==> src/rtl/ilv_pkg.sv <==
package ilv_pkg;
  localparam int GAIN_W    = 16;
  localparam int GAIN_FRAC = 15;
  localparam logic [GAIN_W-1:0] GAIN_ONE = 16'h8000;
  localparam logic [GAIN_W-1:0] GAIN_TOP = 16'hFFFF;
endpackage

==> src/rtl/ilv_chan_stats.sv <==
module ilv_chan_stats #(
  parameter int DW      = 12,
  parameter int WIN_LOG = 3
) (
  input  logic                 clk,
  input  logic                 rst_n,
  input  logic                 smp_en,
  input  logic                 clr,
  input  logic [DW-1:0]        smp_x,
  output logic [DW-1:0]        off_est,
  output logic [DW-1:0]        amp_est,
  output logic                 win_done
);
  localparam int ACC_W = DW + WIN_LOG;

  logic signed [ACC_W-1:0] sum_q, sum_d, sum_nx;
  logic [ACC_W-1:0]        asum_q, asum_d, asum_nx;
  logic [WIN_LOG-1:0]      cnt_q, cnt_d;
  logic [DW-1:0]           off_q, off_d, amp_q, amp_d;
  logic signed [DW:0]      diff;
  logic [DW:0]             mag;
  logic                    last;

  always_comb begin
    diff    = $signed({smp_x[DW-1], smp_x}) - $signed({off_q[DW-1], off_q});
    mag     = diff[DW] ? (-diff) : diff;
    sum_nx  = sum_q + $signed({{WIN_LOG{smp_x[DW-1]}}, smp_x});
    asum_nx = asum_q + {{(WIN_LOG-1){1'b0}}, mag};
    last    = &cnt_q;
    sum_d   = sum_q;
    asum_d  = asum_q;
    cnt_d   = cnt_q;
    off_d   = off_q;
    amp_d   = amp_q;
    win_done = 1'b0;
    if (clr) begin
      sum_d  = '0;
      asum_d = '0;
      cnt_d  = '0;
    end else if (smp_en) begin
      if (last) begin
        off_d    = sum_nx[ACC_W-1:WIN_LOG];
        amp_d    = asum_nx[ACC_W-1:WIN_LOG];
        sum_d    = '0;
        asum_d   = '0;
        cnt_d    = '0;
        win_done = 1'b1;
      end else begin
        sum_d  = sum_nx;
        asum_d = asum_nx;
        cnt_d  = cnt_q + 1'b1;
      end
    end
  end

  always_ff @(posedge clk or negedge rst_n) begin
    if (!rst_n) begin
      sum_q  <= '0;
      asum_q <= '0;
      cnt_q  <= '0;
      off_q  <= '0;
      amp_q  <= '0;
    end else begin
      sum_q  <= sum_d;
      asum_q <= asum_d;
      cnt_q  <= cnt_d;
      off_q  <= off_d;
      amp_q  <= amp_d;
    end
  end

  assign off_est = off_q;
  assign amp_est = amp_q;

  // estimates move only on an accepted sample of this channel
  p_est_hold_r3: assert property (@(posedge clk) disable iff (!rst_n)
    (!smp_en && !clr) |=> ($stable(off_q) && $stable(amp_q)));
endmodule

==> src/rtl/ilv_gain_solver.sv <==
module ilv_gain_solver
  import ilv_pkg::*;
#(
  parameter int NUM_CH = 4,
  parameter int DW     = 12
) (
  input  logic                            clk,
  input  logic                            rst_n,
  input  logic [NUM_CH-1:0][DW-1:0]       amp_bus,
  input  logic [NUM_CH-1:0]               amp_upd,
  output logic [NUM_CH-1:0][GAIN_W-1:0]   gain_bus
);
  localparam int CW = (NUM_CH > 1) ? $clog2(NUM_CH) : 1;

  logic [NUM_CH-1:1]              pend_q, pend_d;
  logic                           busy_q, busy_d;
  logic [CW-1:0]                  sel_q, sel_d, pick_c;
  logic [3:0]                     cnt_q, cnt_d;
  logic [DW:0]                    rem_q, rem_d, rem_sub, rem_sh;
  logic [GAIN_W-1:0]              quo_q, quo_d, quo_nx;
  logic [DW-1:0]                  num_q, num_d, den_q, den_d, num_w, den_w;
  logic [NUM_CH-1:0][GAIN_W-1:0]  gain_q, gain_d;
  logic                           found, start, ge, fin;

  always_comb begin
    found  = 1'b0;
    pick_c = '0;
    for (int c = NUM_CH - 1; c >= 1; c--) begin
      if (pend_q[c]) begin
        found  = 1'b1;
        pick_c = CW'(c);
      end
    end
    start   = !busy_q && found;
    num_w   = amp_bus[0];
    den_w   = amp_bus[pick_c];
    ge      = rem_q >= {1'b0, den_q};
    rem_sub = ge ? (rem_q - {1'b0, den_q}) : rem_q;
    rem_sh  = rem_sub << 1;
    quo_nx  = {quo_q[GAIN_W-2:0], ge};
    fin     = busy_q && (cnt_q == 4'd0);

    for (int c = 1; c < NUM_CH; c++) begin
      pend_d[c] = (pend_q[c] && !(start && (pick_c == CW'(c)))) || amp_upd[c] || amp_upd[0];
    end

    busy_d = busy_q;
    sel_d  = sel_q;
    cnt_d  = cnt_q;
    rem_d  = rem_q;
    quo_d  = quo_q;
    num_d  = num_q;
    den_d  = den_q;
    gain_d = gain_q;

    if (start) begin
      sel_d = pick_c;
      num_d = num_w;
      den_d = den_w;
      if (den_w == '0) begin
        gain_d[pick_c] = GAIN_ONE;
      end else if ({1'b0, num_w} >= {den_w, 1'b0}) begin
        gain_d[pick_c] = GAIN_TOP;
      end else begin
        busy_d = 1'b1;
        rem_d  = {1'b0, num_w};
        quo_d  = '0;
        cnt_d  = 4'd15;
      end
    end
    if (busy_q) begin
      rem_d = rem_sh;
      quo_d = quo_nx;
      cnt_d = cnt_q - 4'd1;
      if (fin) begin
        busy_d        = 1'b0;
        gain_d[sel_q] = quo_nx;
      end
    end
    gain_d[0] = GAIN_ONE;
  end

  always_ff @(posedge clk or negedge rst_n) begin
    if (!rst_n) begin
      pend_q <= '0;
      busy_q <= 1'b0;
      sel_q  <= '0;
      cnt_q  <= '0;
      rem_q  <= '0;
      quo_q  <= '0;
      num_q  <= '0;
      den_q  <= '0;
      gain_q <= {NUM_CH{GAIN_ONE}};
    end else begin
      pend_q <= pend_d;
      busy_q <= busy_d;
      sel_q  <= sel_d;
      cnt_q  <= cnt_d;
      rem_q  <= rem_d;
      quo_q  <= quo_d;
      num_q  <= num_d;
      den_q  <= den_d;
      gain_q <= gain_d;
    end
  end

  assign gain_bus = gain_q;

  // a finished quotient lies within one unit of amp0*2^15/ampc
  p_quotient_bounds_r5: assert property (@(posedge clk) disable iff (!rst_n)
    fin |-> ((64'(quo_nx) * 64'(den_q) <= (64'(num_q) << 15)) &&
             ((64'(quo_nx) + 64'd1) * 64'(den_q) > (64'(num_q) << 15))));
endmodule

==> src/rtl/ilv_corr_path.sv <==
module ilv_corr_path
  import ilv_pkg::*;
#(
  parameter int NUM_CH = 4,
  parameter int DW     = 12
) (
  input  logic                            clk,
  input  logic                            rst_n,
  input  logic                            in_valid,
  input  logic [$clog2(NUM_CH)-1:0]       in_ch,
  input  logic [DW-1:0]                   in_data,
  input  logic [NUM_CH-1:0][DW-1:0]       off_bus,
  input  logic [NUM_CH-1:0][GAIN_W-1:0]   gain_bus,
  output logic                            out_valid,
  output logic [$clog2(NUM_CH)-1:0]       out_ch,
  output logic [DW-1:0]                   out_data
);
  localparam int CW = $clog2(NUM_CH);
  localparam int PW = DW + 1 + GAIN_W + 1;

  logic                    a_vld_q, o_vld_q;
  logic [CW-1:0]           a_ch_q, o_ch_q;
  logic signed [DW:0]      a_diff_q, diff_w;
  logic [GAIN_W-1:0]       a_gain_q;
  logic [DW-1:0]           off_w, o_data_q, sat_w;
  logic signed [PW-1:0]    prod, scaled;
  logic                    in_range;

  always_comb begin
    off_w    = off_bus[in_ch];
    diff_w   = $signed({in_data[DW-1], in_data}) - $signed({off_w[DW-1], off_w});
    prod     = a_diff_q * $signed({1'b0, a_gain_q});
    scaled   = prod >>> GAIN_FRAC;
    in_range = (&scaled[PW-1:DW-1]) || !(|scaled[PW-1:DW-1]);
    if (in_range)
      sat_w = scaled[DW-1:0];
    else if (scaled[PW-1])
      sat_w = {1'b1, {(DW-1){1'b0}}};
    else
      sat_w = {1'b0, {(DW-1){1'b1}}};
  end

  always_ff @(posedge clk or negedge rst_n) begin
    if (!rst_n) begin
      a_vld_q  <= 1'b0;
      a_ch_q   <= '0;
      a_diff_q <= '0;
      a_gain_q <= '0;
    end else begin
      a_vld_q <= in_valid;
      if (in_valid) begin
        a_ch_q   <= in_ch;
        a_diff_q <= diff_w;
        a_gain_q <= gain_bus[in_ch];
      end
    end
  end

  always_ff @(posedge clk or negedge rst_n) begin
    if (!rst_n) begin
      o_vld_q  <= 1'b0;
      o_ch_q   <= '0;
      o_data_q <= '0;
    end else begin
      o_vld_q <= a_vld_q;
      if (a_vld_q) begin
        o_ch_q   <= a_ch_q;
        o_data_q <= sat_w;
      end
    end
  end

  assign out_valid = o_vld_q;
  assign out_ch    = o_ch_q;
  assign out_data  = o_data_q;

  // output valid trails the internal stage by one edge
  p_valid_pipe_r2: assert property (@(posedge clk) disable iff (!rst_n)
    o_vld_q == $past(a_vld_q));
  // tag carried unchanged through the last stage
  p_tag_follows_r2: assert property (@(posedge clk) disable iff (!rst_n)
    o_vld_q |-> (o_ch_q == $past(a_ch_q)));
endmodule

==> src/rtl/ilv_mismatch_corrector.sv <==
module ilv_mismatch_corrector
  import ilv_pkg::*;
#(
  parameter int NUM_CH  = 4,
  parameter int DW      = 12,
  parameter int WIN_LOG = 3
) (
  input  logic                       clk,
  input  logic                       rst_n,
  input  logic                       in_valid,
  input  logic [$clog2(NUM_CH)-1:0]  in_ch,
  input  logic [DW-1:0]              in_data,
  input  logic                       mode_cont,
  input  logic                       recal,
  output logic                       out_valid,
  output logic [$clog2(NUM_CH)-1:0]  out_ch,
  output logic [DW-1:0]              out_data
);
  localparam int CW = $clog2(NUM_CH);

  logic [1:0]                     rs_q;
  logic                           rst_i;
  logic [NUM_CH-1:0][DW-1:0]      off_bus, amp_bus;
  logic [NUM_CH-1:0][GAIN_W-1:0]  gain_bus;
  logic [NUM_CH-1:0]              win_done, smp_en;
  logic [NUM_CH-1:0][1:0]         done_q, done_d;
  logic                           frozen_q, frozen_d, est_on, all_done;

  always_ff @(posedge clk or negedge rst_n) begin
    if (!rst_n) rs_q <= 2'b00;
    else        rs_q <= {rs_q[0], 1'b1};
  end
  assign rst_i = rs_q[1];

  assign est_on = mode_cont || !frozen_q;

  generate
    for (genvar c = 0; c < NUM_CH; c++) begin : g_ch
      assign smp_en[c] = in_valid && est_on && (in_ch == CW'(c));
      ilv_chan_stats #(.DW(DW), .WIN_LOG(WIN_LOG)) u_stats (
        .clk      (clk),
        .rst_n    (rst_i),
        .smp_en   (smp_en[c]),
        .clr      (recal),
        .smp_x    (in_data),
        .off_est  (off_bus[c]),
        .amp_est  (amp_bus[c]),
        .win_done (win_done[c])
      );
    end
  endgenerate

  always_comb begin
    all_done = 1'b1;
    for (int c = 0; c < NUM_CH; c++) begin
      if (recal)
        done_d[c] = 2'd0;
      else if (win_done[c] && (done_q[c] != 2'd2))
        done_d[c] = done_q[c] + 2'd1;
      else
        done_d[c] = done_q[c];
      all_done = all_done && done_d[c][1];
    end
    frozen_d = recal ? 1'b0 : (frozen_q || (!mode_cont && all_done));
  end

  always_ff @(posedge clk or negedge rst_i) begin
    if (!rst_i) begin
      done_q   <= '0;
      frozen_q <= 1'b0;
    end else begin
      done_q   <= done_d;
      frozen_q <= frozen_d;
    end
  end

  ilv_gain_solver #(.NUM_CH(NUM_CH), .DW(DW)) u_solver (
    .clk      (clk),
    .rst_n    (rst_i),
    .amp_bus  (amp_bus),
    .amp_upd  (win_done),
    .gain_bus (gain_bus)
  );

  ilv_corr_path #(.NUM_CH(NUM_CH), .DW(DW)) u_path (
    .clk       (clk),
    .rst_n     (rst_i),
    .in_valid  (in_valid),
    .in_ch     (in_ch),
    .in_data   (in_data),
    .off_bus   (off_bus),
    .gain_bus  (gain_bus),
    .out_valid (out_valid),
    .out_ch    (out_ch),
    .out_data  (out_data)
  );

  // at most one window closes per cycle
  p_one_window_r3: assert property (@(posedge clk) disable iff (!rst_i)
    $onehot0(win_done));
  // frozen one-shot estimates do not move
  p_frozen_stable_r8: assert property (@(posedge clk) disable iff (!rst_i)
    (frozen_q && !mode_cont && !recal) |=> ($stable(off_bus) && $stable(amp_bus)));
endmodule

==> config.mk <==
export PLATFORM = sky130hd
export DESIGN_NAME = ilv_mismatch_corrector
export DESIGN_NICKNAME = d
export VERILOG_FILES = /design/src/rtl/ilv_pkg.sv /design/src/rtl/ilv_chan_stats.sv /design/src/rtl/ilv_gain_solver.sv /design/src/rtl/ilv_corr_path.sv /design/src/rtl/ilv_mismatch_corrector.sv
export SDC_FILE = /design/constraint.sdc
export NUM_CORES = 2
export LEC_CHECK = 0
export CAP_MARGIN = 15
export CORE_UTILIZATION = 59
export CTS_CLUSTER_SIZE = 25
export DETAILED_ROUTE_END_ITERATION = 16
export PLACE_DENSITY_LB_ADDON = 0.12
export SLEW_MARGIN = 20
export SYNTH_ARGS = -nofsm -noshare
export SYNTH_HDL_FRONTEND = slang
export SYNTH_HIERARCHICAL = 1
export SYNTH_SLANG_ARGS = --single-unit
==> constraint.sdc <==
create_clock -name clk -period 10.9 [get_ports clk]
set_clock_uncertainty 0.05 [all_clocks]
set_input_delay 1.09 -clock clk [delete_from_list [all_inputs] [get_ports clk]]
set_output_delay 1.09 -clock clk [all_outputs]
set_load 0.005 [all_outputs]
==> reports/metrics.csv <==
metric;value;unit
register_area;0.00962;mm^2
status;finished clean;
cts_buffer_depth;3;
port_buffers;33;
r2r.worst_path.cells;19;
dpl.hpwl;61.5;mm
cts_resized;0;
fmax;0.144;GHz
grt_pass1_vias;25570;
rsz0062_at_grt;no;
wire_per_inst;19.7;um
r2r_setup_slack;3.98;ns
synthTopCellsByCount;dfrtp_1 (381), nand2_1 (381), inv_1 (329), ha_1 (311), o21ai_0 (264);
drive_gt1_share;7.96;%
finalCritPeriodShare;63.5;%
synth.top_cell.area_share;29.2;%
cts_buffers;45;
cts-root-buf;clkbuf_16;
hold_class;reg -> reg;
io-pin-count;34;
tns;0;ns
leakagePower;16.2;nW
hold_viol;0;
ys.flop_type;dfrtp_1;
core_area;0.0542;mm^2
final_cells;4175;
clock-sinks;384;
seq_area_frac_synth;29.5;%
synth_cell_types;106;
netlist_instances;3471;
diodes;0;
initial_utilization;60.1;%
cp_data_required_time;11.28;ns
endpoint;u_path/out_data[0];
h-tree-depth;2;
placed_area;0.0334;mm^2
synth_warnings;6;
crit_path_max_fanout;17;
finalCriticalPeriod;6.92;ns
dp.cells;4092;
design_area;0.0348;mm^2
finalNetCount;3940;
wl;82.2;mm
grt-ovfl-total;0;
fin_hold_ws;0.297;ns
grtUsageTotal;29.7;%
whs_path_depth;0;
place_ws;4.09;ns
route.detailed.drc;0;
first_pass_iters;7;
die_w;237;um
die_y;237;um
start_kind;flip-flop;
critPathKind;reg -> reg;
rr_endpoint;u_path/out_data[0];
grt_max_degree;73;
critPathCaptureType;flip-flop;
cp.arrival;7.30;ns
multi_input_area;0.0211;mm^2
tightest_slew;0.964;ns
drt-vias-per-instance;6.08;
tritoncts;built;
setup_viol_count_final;0;
antenna_found_initial;0;
syn_area_per_cell;9.40;um^2
gp_congestion;0.952;
report.final.slew_viol_count;0;
setup_slack;3.98;ns
grt_pass1_wl;133;mm
p_total;11.0;mW
clk_latency;0.59;ns
max-slew-margin-rel;35.7;%
clk_pin_slew;0.06;ns
antenna_left;0;
synth_area_leaders;dfrtp_1 (29%), ha_1 (12%), fa_1 (10%);
hold_buffers;0;
async_flop_share;100;%
power.density;317;mW/mm^2
ir_drop;1100;uV
yosys.area.top_type;dfrtp_1;
cts_setup_buffers;0;
rows;85;
post-route-util;64.3;%
drt_iter0_drc;1464;
reg2reg_from;u_path/a_diff_q[1];
die-area;0.0562;mm^2
n_fill_cell;4466;
max-cap-violations;0;
cp-startpoint;u_path/a_diff_q[1];
synth-seq-cells;384;
via_count;25366;
netlist_area;0.0326;mm^2
area_growth;6.86;%
synth_edf_count;0;
==> worst min-delay path by stage <==
stage,end,start,slack (ns)
floorplan,rs_q[1],rs_q[0],0.28
global placement,rs_q[1],rs_q[0],0.29
detailed placement,rs_q[1],rs_q[0],0.29
CTS,rs_q[1],rs_q[0],0.30
global route,rs_q[1],rs_q[0],0.30
finish,rs_q[1],rs_q[0],0.30
==> routing by layer <==
metal	vias to the layer above	wire, um	global-route usage, %
met4	0	3060	11.3
met1	12523	33900	37.2
met3	161	4240	3.75
met5	-	0	0
met2	734	41000	52.5
li1	11948	-	-
==> cells by family after synthesis <==
kind of cell	synth area share, %
adder cells (fa/ha/maj)	22.2
other	0.0345
AO/OA/AOI/OAI	17.1
multiplexers	5.25
flip-flops	29.5
AND/OR/NAND/NOR	14.5
buffers and inverters	6.07
XOR/XNOR	5.34
==> cell type report <==
| class | instances | area share, % |
|---|---|---|
| Clock buffer | 69 | 3.75 |
| Clock inverter | 14 | 0.416 |
| Inverter | 329 | 3.54 |
| Multi-Input combinational cell | 2618 | 60.6 |
| Sequential cell | 384 | 27.6 |
| Tap cell | 696 | 2.50 |
| Timing Repair Buffer | 65 | 1.62 |
==> flip-flops by register name, summed over array words and instances, names as in the netlist, 12 cells and up <==
signal and flops:
g_ch.u_stats/amp_est 48, g_ch.u_stats/asum_q 60, g_ch.u_stats/cnt_q 12, g_ch.u_stats/off_est 48, g_ch.u_stats/sum_q 60, u_path/a_diff_q 13
u_path/a_gain_q 16, u_path/out_data 12, u_solver/den_q 12, u_solver/gain_bus 48, u_solver/quo_q 15, u_solver/rem_q 13
==> critical path: stages (launching register included) <==
cell	delay [ns]
dfrtp_1	0.56
and2_1	0.27
fa_1	0.54
inv_1	0.05
fa_1	0.48
inv_1	0.06
fa_1	0.50
fa_1	0.57
fa_1	0.43
fa_1	0.46
ha_1	0.35
a21oi_1	0.20
o21ai_0	0.14
a211oi_1	0.40
nand4b_1	0.23
a2111oi_0	0.40
and4bb_2	0.31
o41ai_1	0.08
o211a_1	0.56
a21oi_1	0.13
==> layout by cell type, fill, tap and decap left out, drive strengths merged, types with 23 or more instances in the layout <==
cell type	n
a21o	62
a21oi	176
a22o	77
and2	104
buf	33
clkbuf	69
clkdlybuf4s50	32
dfrtp	381
fa	167
ha	311
inv	330
mux2	75
mux2i	23
mux4	28
nand2	381
nand2b	57
nand3	39
nor2	167
nor2b	58
nor3	48
o21a	46
o21ai	280
o31ai	28
or3	26
xnor2	158
xor2	40
==> power by group <==
| group | internal (mW) | switching, mW | leakage [nW] |
|---|---|---|---|
| combinational | 3.41 | 4.57 | 10.6 |
| clock | 0.856 | 0.627 | 0.715 |
| sequential | 1.50 | 0.0767 | 4.84 |
Power figures use the tool's default switching activity.
